<file path="src/rtl/exe_pkg.sv">
package exe_pkg;

  typedef enum logic [3:0] {
    OPC_HALT  = 4'd0,
    OPC_NOP   = 4'd1,
    OPC_RRMOV = 4'd2,
    OPC_IRMOV = 4'd3,
    OPC_STORE = 4'd4,
    OPC_LOAD  = 4'd5,
    OPC_ALU   = 4'd6,
    OPC_JUMP  = 4'd7,
    OPC_CALL  = 4'd8,
    OPC_RET   = 4'd9,
    OPC_PUSH  = 4'd10,
    OPC_POP   = 4'd11
  } opc_e;

  typedef enum logic [1:0] {
    FN_ADD = 2'd0,
    FN_SUB = 2'd1,
    FN_AND = 2'd2,
    FN_XOR = 2'd3
  } alu_fn_e;

  typedef struct packed {
    logic zf;
    logic sf;
    logic of;
  } cc_t;

  localparam cc_t CC_RESET = '{zf: 1'b1, sf: 1'b0, of: 1'b0};

endpackage

</file>
<file path="src/rtl/exe_opsel.sv">
module exe_opsel
  import exe_pkg::*;
#(
  parameter int WIDTH = 32,
  parameter int STEP  = 4
) (
  input  logic [3:0]       opcode,
  input  logic [3:0]       fn,
  input  logic [WIDTH-1:0] val_a,
  input  logic [WIDTH-1:0] val_b,
  input  logic [WIDTH-1:0] val_c,
  output logic [WIDTH-1:0] op_a,
  output logic [WIDTH-1:0] op_b,
  output alu_fn_e          alu_fn,
  output logic             cc_load
);

  localparam logic [WIDTH-1:0] STEP_UP   = WIDTH'(STEP);
  localparam logic [WIDTH-1:0] STEP_DOWN = -STEP_UP;

  // Operand A steering: register, constant, or stack step.
  always_comb begin
    op_a = '0;
    case (opcode)
      OPC_RRMOV, OPC_ALU:              op_a = val_a;
      OPC_IRMOV, OPC_STORE, OPC_LOAD:  op_a = val_c;
      OPC_CALL, OPC_PUSH:              op_a = STEP_DOWN;
      OPC_RET, OPC_POP:                op_a = STEP_UP;
      default:                         op_a = '0;
    endcase
  end

  // Operand B steering: moves bypass the register operand.
  always_comb begin
    case (opcode)
      OPC_RRMOV, OPC_IRMOV: op_b = '0;
      default:              op_b = val_b;
    endcase
  end

  // Function select: only opcode 6 reaches past the adder.
  always_comb begin
    alu_fn  = FN_ADD;
    cc_load = 1'b0;
    if (opcode == OPC_ALU) begin
      cc_load = 1'b1;
      case (fn)
        4'd1:    alu_fn = FN_SUB;
        4'd2:    alu_fn = FN_AND;
        4'd3:    alu_fn = FN_XOR;
        default: alu_fn = FN_ADD;
      endcase
    end
  end

endmodule

</file>
<file path="src/rtl/exe_alu.sv">
module exe_alu
  import exe_pkg::*;
#(
  parameter int WIDTH = 32
) (
  input  logic [WIDTH-1:0] op_a,
  input  logic [WIDTH-1:0] op_b,
  input  alu_fn_e          alu_fn,
  output logic [WIDTH-1:0] result,
  output cc_t              flags
);

  localparam int MSB = WIDTH - 1;

  logic [WIDTH-1:0] sum;
  logic [WIDTH-1:0] diff;
  logic             ovf_add;
  logic             ovf_sub;

  always_comb begin
    sum     = op_b + op_a;
    diff    = op_b - op_a;
    ovf_add = (op_a[MSB] == op_b[MSB]) && (sum[MSB]  != op_b[MSB]);
    ovf_sub = (op_a[MSB] != op_b[MSB]) && (diff[MSB] != op_b[MSB]);
  end

  always_comb begin
    flags.of = 1'b0;
    case (alu_fn)
      FN_SUB:  begin result = diff; flags.of = ovf_sub; end
      FN_AND:  result = op_b & op_a;
      FN_XOR:  result = op_b ^ op_a;
      default: begin result = sum; flags.of = ovf_add; end
    endcase
    flags.zf = (result == '0);
    flags.sf = result[MSB];
  end

endmodule

</file>
<file path="src/rtl/exe_ccreg.sv">
module exe_ccreg
  import exe_pkg::*;
(
  input  logic clk,
  input  logic rst_n,
  input  logic load,
  input  cc_t  cc_next,
  output cc_t  cc_q
);

  cc_t cc_d;

  always_comb begin
    cc_d = cc_q;
    if (load) cc_d = cc_next;
  end

  always_ff @(posedge clk or negedge rst_n) begin
    if (!rst_n) cc_q <= CC_RESET;
    else        cc_q <= cc_d;
  end

endmodule

</file>
<file path="src/rtl/exe_stage.sv">
module exe_stage
  import exe_pkg::*;
#(
  parameter int WIDTH = 32,
  parameter int STEP  = 4
) (
  input  logic             clk,
  input  logic             rst_n,
  input  logic [3:0]       opcode,
  input  logic [3:0]       fn,
  input  logic [WIDTH-1:0] val_a,
  input  logic [WIDTH-1:0] val_b,
  input  logic [WIDTH-1:0] val_c,
  output logic [WIDTH-1:0] val_e,
  output logic             zf,
  output logic             sf,
  output logic             of
);

  logic [WIDTH-1:0] op_a;
  logic [WIDTH-1:0] op_b;
  alu_fn_e          alu_fn;
  logic             cc_load;
  cc_t              alu_flags;
  cc_t              cc_q;

  exe_opsel #(.WIDTH(WIDTH), .STEP(STEP)) u_opsel (
    .opcode (opcode),
    .fn     (fn),
    .val_a  (val_a),
    .val_b  (val_b),
    .val_c  (val_c),
    .op_a   (op_a),
    .op_b   (op_b),
    .alu_fn (alu_fn),
    .cc_load(cc_load)
  );

  exe_alu #(.WIDTH(WIDTH)) u_alu (
    .op_a  (op_a),
    .op_b  (op_b),
    .alu_fn(alu_fn),
    .result(val_e),
    .flags (alu_flags)
  );

  exe_ccreg u_cc (
    .clk    (clk),
    .rst_n  (rst_n),
    .load   (cc_load),
    .cc_next(alu_flags),
    .cc_q   (cc_q)
  );

  assign zf = cc_q.zf;
  assign sf = cc_q.sf;
  assign of = cc_q.of;

endmodule

</file>
<file path="config.mk">
export PLATFORM = sky130hd
export DESIGN_NAME = exe_stage
export DESIGN_NICKNAME = d
export VERILOG_FILES = /design/src/rtl/exe_pkg.sv /design/src/rtl/exe_opsel.sv /design/src/rtl/exe_alu.sv /design/src/rtl/exe_ccreg.sv /design/src/rtl/exe_stage.sv
export SDC_FILE = /design/constraint.sdc
export NUM_CORES = 1
export LEC_CHECK = 0
export CAP_MARGIN = 20
export CORE_MARGIN = 2
export CORE_UTILIZATION = 45
export CTS_CLUSTER_SIZE = 30
export DETAILED_ROUTE_END_ITERATION = 10
export DONT_BUFFER_PORTS = 1
export MAX_ROUTING_LAYER = met4
export PLACE_DENSITY = 0.63
export SLEW_MARGIN = 20
export SYNTH_ARGS = -nofsm -noshare
export SYNTH_HDL_FRONTEND = slang
export SYNTH_SLANG_ARGS = --single-unit
</file>
<file path="constraint.sdc">
create_clock -name clk -period 9.1 [get_ports clk]
set_input_delay 1.365 -clock clk [delete_from_list [all_inputs] [get_ports clk]]
set_output_delay 1.365 -clock clk [all_outputs]
set_load 0.02 [all_outputs]
</file>
==> impl_metrics.py <==
metrics = {
    "placed_design": {
        "hpwl_um": 17820,
        "dp_cells": 963,
        "dp_worst_setup_slack_ps": 1420,
        "numPortBuffers": 0,
        "routabilityCongestion": 1.086,
    },
    "critical_path": {
        "rr_worst_depth": 1,
        "crit_type": "input pin to output port",
        "path_max_fanout": 20,
        "timing.critical_path.from": "opcode[3]",
        "path_depth": 14,
        "endpoint_kind": "output port",
        "max_stage_delay_ps": 800,
        "r2r-end": "u_cc.cc_q[1]$_DFFE_PN0P_",
        "crit_slowest_cell": "nor3b_4",
        "cpLargestDelayFamily": "compound AO/OA/AOI/OAI gates",
        "cp-start-kind": "input pin",
        "cp.required_ps": 7740,
        "r2r-start": "u_cc.cc_q[1]$_DFFE_PN0P_",
        "cp_cell_sequence": "nor3b_4 -> buf_4 -> a22o_1 -> ha_1 -> inv_1 -> fa_1 -> o21bai_1 -> o2111ai_1 -> a21oi_1 -> nor4_1 -> o41ai_1 -> a31o_2 -> a221oi_1 -> o22ai_1",
        "arrival_ps": 6120,
        "ff2ff_setup_slack_ps": 8240,
        "path_buf_inv": 2,
        "critPathCapture": "val_e[28]",
    },
    "logic_synthesis": {
        "synth_fa_ha_area_share_pct": 15.70,
        "synth.distinct_cells": 73,
        "yosys_register_bits": 3,
        "muxShareOfSynthArea_pct": 3.869,
        "yosysMostFrequentCell": "nor2_1",
        "synth-seq-area-share_pct": 1.364,
        "synth_edf_count": 0,
        "synth_top_area_share_pct": 14.99,
        "yosys.area.top_type": "ha_1",
        "synth_area_um2": 5594,
        "syn_area_per_cell_um2": 6.628,
        "synth_top_cells_by_count": "83 x nor2_1, 67 x ha_1, 64 x inv_1",
        "ys_warn_count": 0,
        "synth_compound_area_share_pct": 37.11,
        "syn_inst": 844,
        "synth_nets": 1019,
        "synthSimpleGateAreaFrac_pct": 28.54,
        "synthXorXnorAreaFrac_pct": 5.010,
        "synth_top_family_by_area": "compound AO/OA/AOI/OAI gates",
        "yosys_most_used_dff": "dfrtp_1",
        "synthArstFlopShare_pct": 100.0,
        "ys_top_cells_by_area": "ha_1 15%, a221oi_1 5.6%, nor2_1 5.6%",
    },
    "floorplan": {
        "core.rowCount": 40,
        "io_pins": 141,
        "die-area_um2": 13340,
        "start_util_pct": 46.38,
        "die-height_um": 115.5,
        "coreArea_um2": 12060,
        "die_w_um": 115.5,
    },
    "finish": {
        "drive_gt1_share_pct": 4.631,
        "final_cells": 967,
        "multi_input_area_um2": 5075,
        "n_antenna_cell": 0,
        "final_core_util_pct": 47.53,
        "top_register": "u_cc.cc_q",
        "syn_to_final_growth_pct": 2.483,
        "largest_register_ff_count": 3,
        "final-seq-area_um2": 76.32,
        "fillers": 1267,
        "nets": 975,
        "top_regs": "u_cc.cc_q (3)",
    },
    "clock_tree": {
        "cts.repair.resized": 0,
        "clock_latency_ps": 230,
        "cts_tree": "done",
        "cts_sinks": 3,
        "numCtsBuffers": 3,
        "cts_hold_buffers": 0,
        "root_buffer": "clkbuf_16",
        "post_cts_buffers": 0,
        "cts_max_level": 1,
        "path_clk_slew_ps": 30,
        "cts_buffer_depth": 2,
    },
    "sta": {
        "worst_slew_pin_slew_ps": 1114,
        "fin_ws_ps": 1611,
        "finalSetupTns_ps": 0,
        "post-route-period-util_pct": 82.30,
        "rsz0062_at_grt": "no",
        "setup_viol": 0,
        "max_freq_mhz": 133.5,
        "final.setup_skew_ps": 0,
        "finalCriticalPeriod_ps": 7489,
        "maxSlewViolCount": 0,
        "relSlewSlack_pct": 25.49,
        "worst_hold_slack_ps": 543.2,
        "hold_viol": 0,
    },
    "global_route": {
        "grt_start_max_net_pins": 39,
        "gr-usage-all-layers_pct": 34.66,
        "first_global_vias": 6533,
        "grt_first_pass_wirelength_um": 35470,
        "overflow": 0,
        "antenna_found_initial": 0,
    },
    "route": {
        "avgViaCountPerCell": 6.931,
        "drtIter0Drc": 670,
        "first_pass_iters": 5,
        "ant_nets": 0,
        "drt_wl_total_um": 23090,
        "drc": 0,
        "avgRoutedWirePerCell_um": 23.87,
        "vias": 6702,
    },
    "power": {
        "p_leak_nw": 2.433,
        "power.density_nw_per_um2": 112.3,
        "vdd_drop_max_uv": 140.2,
    },
    "min_path": {
        "hold_path_class": "flip-flop to flip-flop",
        "whs_path_depth": 2,
    },
    "status": {
        "status": "finished, final reports clean",
    },
    "job": {
        "cap_violations": 0,
    },
}
logic make-up (layout without fill, tap and decap cells):
| group | count (synthesis) | after routing |
|---|---|---|
| compound gates | 291 | 291 |
| mux | 21 | 21 |
| xor+xnor | 32 | 32 |
| fa+ha+maj | 69 | 69 |
| simple gates | 308 | 308 |
| flops | 3 | 3 |
| buf+inv | 120 | 75 |
placed cells by master, fill, tap and decap left out, drive strengths merged, types with 5 or more instances in the layout:
master  count
nor3       22
a31oi      15
o31ai      15
and3        9
o211ai     15
o21ai      42
nor2       83
o21a        6
nor3b       6
mux2        5
a21oi      58
a22oi       5
o221ai      5
a21o       15
and2       33
mux2i      16
nand3      23
xor2        5
xnor2      27
buf         7
a221o       6
nor4       12
nand2b     10
ha         67
o21bai      6
or2         6
nand3b      5
nand4      13
nor2b      19
inv        64
a211o       6
nand2      53
a221oi     36
a211oi     12
power by group:
part           leakage (nW)  total [mW]  internal (mW)  switching [mW]
clock                0.0382      0.0721         0.0580          0.0141
combinational          2.36       0.551          0.185           0.366
sequential           0.0364      0.0212         0.0161         0.00513
per-layer routing:
layer / wire length [um] / GRT usage (%) / up-vias
met1: 9371 / 45.66 / 3115
li1: - / - / 3079
met4: 747 / 12.29 / 0
met2: 10180 / 53.06 / 442
met5: 0 / - / -
met3: 2783 / 6.381 / 66
through the flow:
step | power [mW] | instance area (um^2)
final | 0.6438 | 5733
after CTS | 0.6295 | 5725
after global routing | 0.6892 | 5733
after detailed placement | 0.5546 | 5647
after floorplan | 0.4440 | 5594
after global placement | 0.5496 | 5647
cell type report:
class	count	area share (%)
clock buffers	4	1.375
inverters	64	4.190
multi-input cells	721	88.52
flip-flops and latches	3	1.331
well taps	168	3.667
repair buffers	7	0.9166
tightest hold or removal path, cell delays in order, from the launching register on:
cell and delay [ps]:
dfstp_2 390, nand2_1 80, o41ai_2 60
worst min-delay path by stage:
stage / from / end
floorplan: u_cc.cc_q[2]$_DFFE_PN1P_ / u_cc.cc_q[2]$_DFFE_PN1P_
global placement: u_cc.cc_q[2]$_DFFE_PN1P_ / u_cc.cc_q[2]$_DFFE_PN1P_
detailed placement: u_cc.cc_q[2]$_DFFE_PN1P_ / u_cc.cc_q[2]$_DFFE_PN1P_
CTS: u_cc.cc_q[2]$_DFFE_PN1P_ / u_cc.cc_q[2]$_DFFE_PN1P_
global route: u_cc.cc_q[2]$_DFFE_PN1P_ / u_cc.cc_q[2]$_DFFE_PN1P_
finish: u_cc.cc_q[2]$_DFFE_PN1P_ / u_cc.cc_q[2]$_DFFE_PN1P_
Power figures use the tool's default switching activity.
